===== config.mk =====
export PLATFORM = sky130hd
export DESIGN_NAME = jtag_tap_top
export DESIGN_NICKNAME = d
export VERILOG_FILES = /design/src/rtl/jtag_tap_pkg.sv /design/src/rtl/tap_ctrl.sv /design/src/rtl/tap_pdr.sv /design/src/rtl/tap_dpath.sv /design/src/rtl/jtag_tap_top.sv
export SDC_FILE = /design/constraint.sdc
export NUM_CORES = 1
export LEC_CHECK = 0
export BUFFER_PORTS_ARGS = -buffer_cell sky130_fd_sc_hd__buf_2
export CAP_MARGIN = 15
export CELL_PAD_IN_SITES_DETAIL_PLACEMENT = 0
export CELL_PAD_IN_SITES_GLOBAL_PLACEMENT = 2
export CORE_MARGIN = 1.5
export CORE_UTILIZATION = 25
export DETAILED_ROUTE_END_ITERATION = 6
export PLACE_DENSITY_LB_ADDON = 0.1
export SLEW_MARGIN = 20
export SYNTH_ARGS = -nofsm -noshare
export SYNTH_HDL_FRONTEND = slang
export SYNTH_SLANG_ARGS = --single-unit
export TNS_END_PERCENT = 100

===== constraint.sdc =====
create_clock -name tck -period 3.25 [get_ports tck]
set_clock_uncertainty 0.1 [all_clocks]
set_input_delay 0.65 -clock tck [delete_from_list [all_inputs] [get_ports tck]]
set_output_delay 0.65 -clock tck [all_outputs]
set_load 0.01 [all_outputs]

===== src/rtl/jtag_tap_pkg.sv =====
package jtag_tap_pkg;

  localparam int IR_W = 3;
  localparam logic [IR_W-1:0] IR_CAPTURE = 3'b001;
  localparam logic [IR_W-1:0] CODE_DBG   = 3'b010;
  localparam logic [IR_W-1:0] CODE_PRG   = 3'b100;
  localparam logic [IR_W-1:0] CODE_BYP   = 3'b011;

  typedef enum logic [3:0] {
    TLR, RTI, SEL_DR, CAP_DR, SH_DR, EX1_DR, PAU_DR, EX2_DR, UPD_DR,
    SEL_IR, CAP_IR, SH_IR, EX1_IR, PAU_IR, EX2_IR, UPD_IR
  } tapState_e;

  typedef enum logic [1:0] {DR_BYP, DR_DBG, DR_PRG} drSel_e;

  typedef struct packed {
    logic testReset;
    logic captureIr;
    logic shiftIr;
    logic updateIr;
    logic captureDr;
    logic shiftDr;
    logic updateDr;
  } tapStb_t;

  // no-op and reserved codes keep the current path
  function automatic drSel_e nextSel(input logic [IR_W-1:0] code, input drSel_e cur);
    case (code)
      3'b010:                 return DR_DBG;
      3'b100:                 return DR_PRG;
      3'b011, 3'b101, 3'b111: return DR_BYP;
      default:                return cur;
    endcase
  endfunction

endpackage


===== src/rtl/tap_ctrl.sv =====
module tap_ctrl
  import jtag_tap_pkg::*;
(
  input  logic      tck,
  input  logic      trstN,
  input  logic      tms,
  output tapState_e state,
  output tapStb_t   stb
);

  tapState_e nextState;

  always_comb begin
    case (state)
      TLR:     nextState = tms ? TLR    : RTI;
      RTI:     nextState = tms ? SEL_DR : RTI;
      SEL_DR:  nextState = tms ? SEL_IR : CAP_DR;
      CAP_DR:  nextState = tms ? EX1_DR : SH_DR;
      SH_DR:   nextState = tms ? EX1_DR : SH_DR;
      EX1_DR:  nextState = tms ? UPD_DR : PAU_DR;
      PAU_DR:  nextState = tms ? EX2_DR : PAU_DR;
      EX2_DR:  nextState = tms ? UPD_DR : SH_DR;
      UPD_DR:  nextState = tms ? SEL_DR : RTI;
      SEL_IR:  nextState = tms ? TLR    : CAP_IR;
      CAP_IR:  nextState = tms ? EX1_IR : SH_IR;
      SH_IR:   nextState = tms ? EX1_IR : SH_IR;
      EX1_IR:  nextState = tms ? UPD_IR : PAU_IR;
      PAU_IR:  nextState = tms ? EX2_IR : PAU_IR;
      EX2_IR:  nextState = tms ? UPD_IR : SH_IR;
      UPD_IR:  nextState = tms ? SEL_DR : RTI;
      default: nextState = TLR;
    endcase
  end

  always_ff @(posedge tck or negedge trstN) begin
    if (!trstN) state <= TLR;
    else        state <= nextState;
  end

  always_comb begin
    stb.testReset = (state == TLR);
    stb.captureIr = (state == CAP_IR);
    stb.shiftIr   = (state == SH_IR);
    stb.updateIr  = (state == UPD_IR);
    stb.captureDr = (state == CAP_DR);
    stb.shiftDr   = (state == SH_DR);
    stb.updateDr  = (state == UPD_DR);
  end

endmodule


===== src/rtl/tap_pdr.sv =====
module tap_pdr #(
  parameter int W = 10
) (
  input  logic         tck,
  input  logic         trstN,
  input  logic         selected,
  input  logic         shiftEn,
  input  logic         updEn,
  input  logic         tdi,
  input  logic [W-1:0] parIn,
  output logic         serOut,
  output logic [W-1:0] parOut,
  output logic         updStb
);

  logic [W-1:0] shReg;
  logic [W-1:0] holdReg;

  // rising edge: shift, or reload from the value sampled at Update-DR
  always_ff @(posedge tck or negedge trstN) begin
    if (!trstN) begin
      shReg <= '0;
    end else if (selected) begin
      if (shiftEn)    shReg <= {tdi, shReg[W-1:1]};
      else if (updEn) shReg <= holdReg;
    end
  end

  // falling edge in Update-DR: publish pattern, sample parallel input
  always_ff @(negedge tck or negedge trstN) begin
    if (!trstN) begin
      parOut  <= '0;
      holdReg <= '0;
      updStb  <= 1'b0;
    end else begin
      updStb <= selected && updEn;
      if (selected && updEn) begin
        parOut  <= shReg;
        holdReg <= parIn;
      end
    end
  end

  assign serOut = shReg[0];

endmodule


===== src/rtl/tap_dpath.sv =====
module tap_dpath
  import jtag_tap_pkg::*;
#(
  parameter int DBG_W = 10,
  parameter int PRG_W = 3
) (
  input  logic             tck,
  input  logic             trstN,
  input  logic             tdi,
  input  tapStb_t          stb,
  input  logic [DBG_W-1:0] dbgIn,
  input  logic [PRG_W-1:0] prgIn,
  output logic             tdo,
  output logic             tdoEn,
  output logic [DBG_W-1:0] dbgOut,
  output logic             dbgUpd,
  output logic [PRG_W-1:0] prgOut,
  output logic             prgUpd,
  output logic [IR_W-1:0]  irCode
);

  logic [IR_W-1:0] irShift;
  drSel_e          drSel;
  logic            bypCell;
  logic            dbgSer, prgSer;
  logic            drBit;

  always_ff @(posedge tck or negedge trstN) begin
    if (!trstN)            irShift <= IR_CAPTURE;
    else if (stb.captureIr) irShift <= IR_CAPTURE;
    else if (stb.shiftIr)   irShift <= {tdi, irShift[IR_W-1:1]};
  end

  always_ff @(posedge tck or negedge trstN) begin
    if (!trstN)                              bypCell <= 1'b0;
    else if (stb.captureDr)                  bypCell <= 1'b0;
    else if (stb.shiftDr && drSel == DR_BYP) bypCell <= tdi;
  end

  always_ff @(negedge tck or negedge trstN) begin
    if (!trstN) begin
      irCode <= CODE_BYP;
      drSel  <= DR_BYP;
    end else if (stb.testReset) begin
      irCode <= CODE_BYP;
      drSel  <= DR_BYP;
    end else if (stb.updateIr) begin
      irCode <= irShift;
      drSel  <= nextSel(irShift, drSel);
    end
  end

  tap_pdr #(.W(DBG_W)) u_dbg (
    .tck(tck), .trstN(trstN), .selected(drSel == DR_DBG),
    .shiftEn(stb.shiftDr), .updEn(stb.updateDr), .tdi(tdi),
    .parIn(dbgIn), .serOut(dbgSer), .parOut(dbgOut), .updStb(dbgUpd)
  );

  tap_pdr #(.W(PRG_W)) u_prg (
    .tck(tck), .trstN(trstN), .selected(drSel == DR_PRG),
    .shiftEn(stb.shiftDr), .updEn(stb.updateDr), .tdi(tdi),
    .parIn(prgIn), .serOut(prgSer), .parOut(prgOut), .updStb(prgUpd)
  );

  always_comb begin
    case (drSel)
      DR_DBG:  drBit = dbgSer;
      DR_PRG:  drBit = prgSer;
      default: drBit = bypCell;
    endcase
  end

  always_ff @(negedge tck or negedge trstN) begin
    if (!trstN) begin
      tdo   <= 1'b0;
      tdoEn <= 1'b0;
    end else begin
      tdoEn <= stb.shiftIr || stb.shiftDr;
      if (stb.shiftIr)      tdo <= irShift[0];
      else if (stb.shiftDr) tdo <= drBit;
    end
  end

endmodule


===== src/rtl/jtag_tap_top.sv =====
module jtag_tap_top
  import jtag_tap_pkg::*;
#(
  parameter int DBG_W = 10,
  parameter int PRG_W = 3
) (
  input  logic             tck,
  input  logic             trstN,
  input  logic             tms,
  input  logic             tdi,
  output logic             tdo,
  output logic             tdoEn,
  input  logic [DBG_W-1:0] dbgIn,
  output logic [DBG_W-1:0] dbgOut,
  output logic             dbgUpd,
  input  logic [PRG_W-1:0] prgIn,
  output logic [PRG_W-1:0] prgOut,
  output logic             prgUpd
);

  tapState_e       tapState;
  tapStb_t         stb;
  logic [IR_W-1:0] irCode;

  tap_ctrl u_ctrl (
    .tck(tck), .trstN(trstN), .tms(tms), .state(tapState), .stb(stb)
  );

  tap_dpath #(.DBG_W(DBG_W), .PRG_W(PRG_W)) u_dpath (
    .tck(tck), .trstN(trstN), .tdi(tdi), .stb(stb),
    .dbgIn(dbgIn), .prgIn(prgIn), .tdo(tdo), .tdoEn(tdoEn),
    .dbgOut(dbgOut), .dbgUpd(dbgUpd), .prgOut(prgOut), .prgUpd(prgUpd),
    .irCode(irCode)
  );

endmodule


==> reports/qor.yml, run 1 <==
status:
  status: "finished clean"
synth:
  yosys.area_share.xor_xnor_pct: 0.349
  synth_edf_count: 0
  synth-compound-area-share_pct: 9.77
  synthArstFlopShare_pct: 100
  syn-num-nets: 231
  synth_top_family_by_area: "multiplexers"
  synth_seq_area_share_pct: 52.9
  syn_area_per_cell_um2: 11.9
  synthSimpleGateAreaFrac_pct: 10.7
  syn-instance-count: 211
  synth_ff_type: "dfrtn_1"
  ys_warn_count: 0
  netlist_area_mm2: 0.00251
  synth_adder_area_share_pct: 1.49
  synthMuxAreaShare_pct: 20.1
  synth_seq_cells: 53
  yosysUniqueCellTypes: 40
critical_path:
  crit_type: "reg -> out"
  critPathMaxStageDelay_ps: 420
  crit_path_start_kind: "flop"
  ff2ff_setup_slack_ps: 130
  cp-end-kind: "primary output"
  cp_cell_sequence: "buf_2"
  worstPathArrival_ps: 2490
  critPathTopFamily: "flip-flops"
  crit_fanout: 2
  crit_required_ps: 2500
  r2r_start: "u_ctrl.state[3]$_DFF_PN0_"
  r2r_cells: 4
  critical_path_buf_inv_count: 1
  r2r_end: "u_dpath.u_dbg.parOut[9]$_DFFE_NN0P_"
  cp_slowest_cell: "dfrtn_1"
clock_tree:
  cts_tree: "yes"
  root_buffer: "clkbuf_8"
  cts.sinks: 53
  numCtsBuffers: 5
  clk_pin_slew_ps: 110
  clk-insertion-delay-late_ps: 320
  ctsLongestPathBuffers: 2
  htreeDepth: 2
  cts_hold_buf: 0
placement:
  gp_congestion: 0.664
  placed_cell_area_mm2: 0.00287
  dp_hpwl_um: 3570
  dp_cells: 374
  port_buffers: 33
grt:
  grt_usage_pct: 10.9
  antenna_found_initial: 0
  grt_pass1_vias: 1665
  grt_pass1_wl_um: 8850
  grt_max_degree: 54
  grt-ovfl-total: 0
power_and_ir_drop:
  cellLeakagePower_nw: 1.47
  powerDensity_mw_per_mm2: 767
  total_power_mw: 2.34
  vdd_drop_max_mv: 0.234
route:
  viasPerCell: 4.20
  drc: 0
  wire_per_inst_um: 13.5
  antenna_left: 0
  routed_wirelength_um: 5250
  drt_iter0_markers: 26
  vias: 1639
  firstDrtPassIters: 4
layout:
  fillers: 1030
  fin_area_mm2: 0.00304
  fin_nets: 276
  seq_area_mm2: 0.00133
  areaGrowthSynthToFinish_pct: 21.2
  num_antenna_cells: 0
  final_cell_count_no_fill: 390
  multi_input_area_mm2: 0.00107
  drive_gt1_share_pct: 36.2
sta:
  worst_pin_slew_ps: 379
  finalSetupTns_ps: 0
  rsz0062_at_grt: "yes"
  slew_viol_final: 0
  relSlewSlack_pct: 74.5
  finalSetupViolations: 0
  finalHoldViolCount: 0
min_path:
  hp-class: "in -> async"
floorplanning:
  rows: 36
  initial_core_util_pct: 25.7
  die_h_um: 103
  core_area_mm2: 0.00977
  die_width_um: 103
  dieArea_mm2: 0.0107
  io_pins: 34
run:
  cap_violations: 0
==> cell usage in the layout (no fill, tap or decap), types with 5 or more instances in the layout <==
master	count
o21ai_1	7
mux2_4	19
buf_2	30
nor2_1	6
buf_4	15
dfrtp_1	20
mux2_2	7
dfrtn_1	32
o21ai_0	15
nand3_1	6
clkbuf_8	5
mux2i_1	14
a21oi_1	11
inv_1	7
nand2_1	23
==> report_power, final <==
group / leakage, nW / switching [mW] / internal (mW)
clock: 0.0423 / 0.242 / 0.157
sequential: 0.684 / 0.147 / 0.897
combinational: 0.743 / 0.464 / 0.429
total: 1.47 / 0.853 / 1.48
==> area by class of cell <==
class	count	share of cell area [%]
inverter	7	0.863
clock inverter	3	0.863
timing repair buffer	51	11.7
tap	133	5.47
clock buffer	5	2.26
multi-input combinational	138	35.2
sequential	53	43.6
==> flip-flops by register name (all words and copies together), names as in the netlist <==
register / count
u_dpath.u_dbg.holdReg: 10
u_dpath.u_dbg.parOut: 10
u_dpath.u_dbg.shReg: 10
u_ctrl.state: 4
u_dpath.irShift: 3
u_dpath.u_prg.holdReg: 3
u_dpath.u_prg.parOut: 3
u_dpath.u_prg.shReg: 3
u_dpath.drSel: 2
u_dpath.bypCell: 1
u_dpath.tdo: 1
u_dpath.tdoEn: 1
u_dpath.u_dbg.updStb: 1
u_dpath.u_prg.updStb: 1
==> routing by layer <==
layer | vias to the layer above | routed length, um | GRT usage [%]
met1 | 787 | 2550 | 14.4
met3 | 6 | 137 | 2.15
met2 | 22 | 2490 | 18.0
met5 | - | 0 | 0
li1 | 824 | - | -
met4 | 0 | 70 | 3.74
==> worst reg2reg max path, cell delays in order (launching register included) <==
cell     delay, ps
dfrtp_1        380
and2b_2        240
nand3_4         90
buf_12         190
mux2_2         350
==> repair_timing <==
action                                  CTS  global route
endpoints found under the setup margin    5            14
endpoints found under the hold margin     0             0
buffers inserted                          4             4
gates cloned                              0             0
gates resized for setup                   0             3
==> cell usage after synthesis (2+ instances only) <==
cell type / number / area share (%)
mux2i_1: 14 / 5.6
buf_2: 2 / 0.40
o21ai_1: 7 / 1.4
nor2_1: 6 / 0.90
dfrtp_1: 20 / 20
o31ai_1: 2 / 0.60
ha_1: 3 / 1.5
o211ai_1: 2 / 0.60
inv_1: 7 / 1.0
nand2b_1: 3 / 0.75
dfrtn_1: 32 / 32
clkbuf_1: 6 / 0.90
nand3_1: 6 / 1.2
a21oi_1: 11 / 2.2
buf_6: 3 / 1.3
mux2_4: 19 / 11
nand2_1: 23 / 3.4
mux2_2: 7 / 3.1
o21ai_0: 15 / 3.0
nor2b_1: 3 / 0.75
==> how the worst max path moves through the flow <==
stage | start | to | cells after the start
6_report | u_dpath.u_dbg.parOut[6]$_DFFE_NN0P_ | dbgOut[6] | 1
5_1_grt | u_dpath.u_dbg.parOut[7]$_DFFE_NN0P_ | dbgOut[7] | 1
4_1_cts | u_dpath.u_dbg.parOut[7]$_DFFE_NN0P_ | dbgOut[7] | 1
3_5_place_dp | u_ctrl.state[3]$_DFF_PN0_ | u_dpath.u_dbg.parOut[9]$_DFFE_NN0P_ | 4
3_3_place_gp | u_ctrl.state[3]$_DFF_PN0_ | u_dpath.u_dbg.parOut[9]$_DFFE_NN0P_ | 4
2_1_floorplan | u_ctrl.state[2]$_DFF_PN0_ | u_dpath.u_dbg.holdReg[0]$_DFFE_NN0P_ | 5
==> through the flow <==
stage               setup WS [ps]  hold WS [ps]  utilization, %
detailed placement            129           349            29.4
CTS                         -7.97           228            30.6
finish                       6.22           225            31.1
floorplan                    72.9           254               -
global route                -46.7           231            31.1
global placement              131           344            29.4
==> cells by family (layout without fill, tap and decap cells) <==
logic type / count (synthesis) / after routing
AND/OR/NAND/NOR: 51 / 51
XOR/XNOR: 1 / 1
multiplexers: 40 / 40
AO/OA/AOI/OAI: 43 / 43
flip-flops: 53 / 53
adder cells (fa/ha/maj): 3 / 3
buffers and inverters: 20 / 66
(Power assumes the default switching activity.)
==> run 2, diff against run 1 <==
--- a/config.mk
+++ b/config.mk
@@ -5,6 +5,7 @@
 export SDC_FILE = /design/constraint.sdc
 export NUM_CORES = 1
 export LEC_CHECK = 0
+export ABC_CLOCK_PERIOD_IN_PS = 3000
 export BUFFER_PORTS_ARGS = -buffer_cell sky130_fd_sc_hd__buf_2
 export CAP_MARGIN = 15
 export CELL_PAD_IN_SITES_DETAIL_PLACEMENT = 0
==> constraint.sdc (replaced) <==
create_clock -name tck -period 3 [get_ports tck]
set_clock_uncertainty 0.1 [all_clocks]
set_input_delay 0.6 -clock tck [delete_from_list [all_inputs] [get_ports tck]]
set_output_delay 0.6 -clock tck [all_outputs]
set_load 0.01 [all_outputs]
==> reports/qor.yml, run 2 (synthesis results as in run 1) <==
status:
  status: "finished with violations"
  failed_checks: "negative setup slack"
route:
  drc: 0
  antenna_left: 0
  viasPerCell: 4.17
  vias: 1715
  wire_per_inst_um: 13.8
  firstDrtPassIters: 4
  drt_iter0_markers: 37
  routed_wirelength_um: 5650
power_and_ir_drop:
  powerDensity_mw_per_mm2: 868
  cellLeakagePower_nw: 1.62
  vdd_drop_max_mv: 0.278
  total_power_mw: 2.87
grt:
  antenna_found_initial: 0
  grt_max_degree: 54
  grt_pass1_vias: 1618
  grt_usage_pct: 10.9
  grt-ovfl-total: 0
  grt_pass1_wl_um: 8620
min_path:
  hp-class: "in -> async"
layout:
  drive_gt1_share_pct: 41.7
  fin_area_mm2: 0.00331
  num_antenna_cells: 0
  layout_common_cells: "dfrtn_1, buf_2, buf_4, nand2_1, dfrtp_1"
  reg.largest.list: "u_dpath.u_dbg.holdReg x10, u_dpath.u_dbg.parOut x10, u_dpath.u_dbg.shReg x10"
  fin_nets: 297
  areaGrowthSynthToFinish_pct: 31.8
  final_common_cell: "dfrtn_1"
critical_path:
  r2r_end: "u_dpath.u_dbg.holdReg[3]$_DFFE_NN0P_"
  critPathTopFamily: "flip-flops"
  crit_path_start_kind: "flop"
  worstPathArrival_ps: 2370
  cp_cell_sequence: "buf_2"
  crit_type: "reg -> out"
  r2r_start: "u_ctrl.state[2]$_DFF_PN0_"
  crit_fanout: 2
  r2r_cells: 4
  critical_path_buf_inv_count: 1
  ff2ff_setup_slack_ps: -70
  cp_slowest_cell: "dfrtn_1"
  cp-end-kind: "primary output"
  crit_required_ps: 2300
  critPathMaxStageDelay_ps: 430
clock_tree:
  ctsLongestPathBuffers: 2
  cts_tree: "yes"
  htreeDepth: 2
  cts_hold_buf: 0
  numCtsBuffers: 5
  cts.sinks: 53
  clk_pin_slew_ps: 110
  clk-insertion-delay-late_ps: 320
  root_buffer: "clkbuf_8"
placement:
  port_buffers: 33
  gp_congestion: 0.665
  dp_hpwl_um: 3570
  placed_cell_area_mm2: 0.00291
sta:
  worst_pin_slew_ps: 376
  slew_viol_final: 0
  relSlewSlack_pct: 74.7
  timing.final.ws_setup_ps: -73.9
  finalSetupViolations: 37
  finalHoldViolCount: 0
  rsz0062_at_grt: "yes"
  finalSetupTns_ps: -1940
floorplanning:
  core_area_mm2: 0.00977
  die_h_um: 103
  die_width_um: 103
  dieArea_mm2: 0.0107
  rows: 36
  io_pins: 34
  initial_core_util_pct: 25.7
run:
  cap_violations: 0
## run 2: cell types whose count changed in the layout (fill, tap and decap cells not counted), sizes merged
cell	previous run	this run
buf	51	70
bufinv	0	1
clkbuf	5	7
clkinv	0	1
clkinvlp	2	0
## run 2: through the flow
step           instances  setup WS, ps  hold WS, ps  utilization, %
2_1_floorplan        211         -47.0          204               -
3_3_place_gp         377          12.6          347            29.7
3_5_place_dp         377          3.96          349            29.7
4_1_cts              394         -90.1          169            31.7
5_1_grt              411          -121          176            33.9
6_report             411         -73.9          166            33.9
## run 2: cell type report
cell class	instances	area, um^2
multi-input cells	138	1100
flip-flops and latches	53	1330
clock buffers	5	68.8
inverters	7	26.3
repair buffers	72	571
fillers	1026	6460
clock inverters	3	50.0
well taps	133	166
## run 2: how the worst max path moves through the flow
stage	startpoint	endpoint	slack, ps	cells after the start
global placement	u_ctrl.state[3]$_DFF_PN0_	u_dpath.u_dbg.parOut[9]$_DFFE_NN0P_	10	4
global route	u_dpath.u_dbg.parOut[7]$_DFFE_NN0P_	dbgOut[7]	-120	1
floorplan	u_ctrl.state[2]$_DFF_PN0_	u_dpath.u_dbg.holdReg[9]$_DFFE_NN0P_	-50	5
detailed placement	u_ctrl.state[1]$_DFF_PN0_	u_dpath.u_prg.holdReg[0]$_DFFE_NN0P_	4	4
finish	u_dpath.u_dbg.parOut[7]$_DFFE_NN0P_	dbgOut[7]	-70	1
CTS	u_dpath.u_dbg.parOut[7]$_DFFE_NN0P_	dbgOut[7]	-90	1
## run 2: per-layer routing
layer	part of all wire (%)	vias up	global-route usage, %	routed length (um)
li1	-	865	-	-
met1	49	824	14.9	2780
met2	47	22	17.0	2640
met3	3.2	4	2.89	183
met4	0.88	0	3.12	50
met5	0	-	0	0
## run 2: power breakdown
part	internal [mW]	switching, mW
combinational	0.642	0.561
clock	0.256	0.269
sequential	0.972	0.173
## run 2: what timing repair did
item | in CTS | in global routing
gates cloned | 0 | 1
setup buffers | 9 | 17
endpoints found under the hold margin | 0 | 0
resized for setup | 2 | 11
setup endpoints to repair | 37 | 46
pin swaps | 0 | 5
==> run 3, diff against run 2 <==
==> constraint.sdc (replaced) <==
create_clock -name tck -period 3 [get_ports tck]
set_clock_uncertainty 0.1 [all_clocks]
set_input_delay 0.3 -clock tck [delete_from_list [all_inputs] [get_ports tck]]
set_output_delay 0.3 -clock tck [all_outputs]
set_load 0.01 [all_outputs]
==> reports/qor.yml, run 3 (synthesis results as in run 1) <==
critical_path:
  crit_type: "reg -> reg"
  crit_fanout: 15
  critPathMaxStageDelay_ps: 390
  critPathTopFamily: "flip-flops"
  cp_cell_sequence: "and2b_2 > nand3_4 > buf_12 > mux2_4"
  critical_path_buf_inv_count: 1
  crit_path_start_kind: "flop"
  crit_required_ps: 1560
  cp-end-kind: "flop"
  cp_slowest_cell: "dfrtp_1"
  worstPathArrival_ps: 1540
run:
  cap_violations: 0
grt:
  grt_pass1_vias: 1594
  grt_pass1_wl_um: 8450
  grt_max_degree: 54
  grt-ovfl-total: 0
  antenna_found_initial: 0
  grt_usage_pct: 10.3
layout:
  areaGrowthSynthToFinish_pct: 21.2
  fillers: 1036
  layout_common_cells: "buf_2, dfrtn_1, nand2_1, mux2_4, dfrtp_1"
  utilization_pct: 31.1
  fin_nets: 274
  multi_input_area_mm2: 0.00108
  num_antenna_cells: 0
  reg.largest.list: "u_dpath.u_dbg.holdReg x10, u_dpath.u_dbg.parOut x10, u_dpath.u_dbg.shReg x10"
  final_cell_count_no_fill: 388
  final_common_cell: "buf_2"
  seq_area_mm2: 0.00133
  drive_gt1_share_pct: 35.3
clock_tree:
  ctsLongestPathBuffers: 2
  cts.sinks: 53
  root_buffer: "clkbuf_8"
  clk_pin_slew_ps: 100
  numCtsBuffers: 5
  htreeDepth: 2
  clk-insertion-delay-late_ps: 310
  cts_tree: "yes"
floorplanning:
  initial_core_util_pct: 25.7
  rows: 36
  core_area_mm2: 0.00977
  die_h_um: 103
  io_pins: 34
  dieArea_mm2: 0.0107
  die_width_um: 103
min_path:
  hp-class: "in -> reg"
route:
  routed_wirelength_um: 5250
  wire_per_inst_um: 13.5
  antenna_left: 0
  drt_iter0_markers: 55
  vias: 1649
  viasPerCell: 4.25
  firstDrtPassIters: 3
  drc: 0
sta:
  finalSetupTns_ps: 0
  rsz0062_at_grt: "yes"
  relSlewSlack_pct: 73.9
  finalSetupViolations: 0
  slew_viol_final: 0
  finalHoldViolCount: 0
  fin_hold_ws_ps: 204
  worst_pin_slew_ps: 388
power_and_ir_drop:
  pwr-share-seq_pct: 43.7
  pwr-share-comb_pct: 37.6
  total_power_mw: 2.61
  p_switching_uw: 922
  vdd_drop_max_mv: 0.262
  cellLeakagePower_nw: 1.47
  powerDensity_mw_per_mm2: 857
  p_int_mw: 1.69
  p_clk_share_pct: 18.7
  swShare_pct: 35.3
placement:
  dp_hpwl_um: 3560
  port_buffers: 33
  dp_cells: 378
  gp_congestion: 0.628
status:
  status: "finished clean"
[run 3: cell types whose count changed in the layout (fill, tap and decap cells not counted), sizes merged]
cell         change
clkinv           -1
clkinvlp         +1
inv              -1
buf             -22
bufinv           -1
dlygate4sd3      +1
[run 3: routing by layer]
layer | global-route usage, % | part of all wire, %
met1 | 14.8 | 51
met3 | 2.08 | 2.9
met4 | 2.81 | 0.90
met5 | 0 | 0
met2 | 15.9 | 45
[run 3: per-stage QoR]
step / setup WS [ps] / cell area, um^2
after floorplan: -47.0 / 2520
after global placement: 11.6 / 2890
after detailed placement: -4.51 / 2890
after CTS: -7.19 / 3030
after global routing: -59.3 / 3040
final: 12.1 / 3040
[run 3: area by class of cell]
cell class                 count  area share, %
timing repair buffer          49           10.8
inverter                       7          0.863
clock inverter                 1          0.247
multi-input combinational    138           35.5
sequential                    53           43.6
clock buffer                   7           3.53
tap                          133           5.47
[run 3: worst register-to-register path, stage by stage, from the launching register on]
cell,delay (ps)
dfrtp_1,390
and2b_2,270
nand3_4,100
buf_12,180
mux2_4,310
[run 3: path summary, 6_finish.rpt]
| kind | cells after the start | endpoint | slack [ps] | from |
|---|---|---|---|---|
| worst max-delay path | 4 | u_dpath.u_dbg.parOut[8]$_DFFE_NN0P_ | 10 | u_ctrl.state[2]$_DFF_PN0_ |
| worst min-delay path | 3 | u_dpath.irShift[2]$_DFFE_PN0N_ | 200 | tdi |
| worst max register to register | 4 | u_dpath.u_dbg.parOut[8]$_DFFE_NN0P_ | 10 | u_ctrl.state[2]$_DFF_PN0_ |
| worst min register to register | 1 | u_dpath.u_prg.parOut[1]$_DFFE_NN0P_ | 350 | u_dpath.u_prg.parOut[1]$_DFFE_NN0P_ |
| max in group asynchronous | 3 | u_dpath.drSel[0]$_DFFE_NN0P_ | 710 | trstN |
| min in group asynchronous | 3 | u_dpath.u_dbg.shReg[4]$_DFFE_PN0P_ | 430 | trstN |
[run 3: timing repair]
item | 4_1_cts | 5_1_grt
hold endpoints to repair | 20 | 0
endpoints found under the setup margin | 11 | 28
hold buffers | 1 | 0
pin swaps | 0 | 2
buffers inserted | 0 | 1
gates resized for setup | 3 | 3
[run 3: power by group through the flow]
| stage | Sequential [mW] | Clock, mW | Combinational (mW) |
|---|---|---|---|
| after floorplan | 1.12 | 0 | 0.712 |
| after global placement | 1.15 | 0 | 0.982 |
| after detailed placement | 1.15 | 0 | 0.975 |
| after CTS | 1.14 | 0.512 | 0.987 |
| after global routing | 1.18 | 0.532 | 1.10 |
| final | 1.14 | 0.488 | 0.982 |
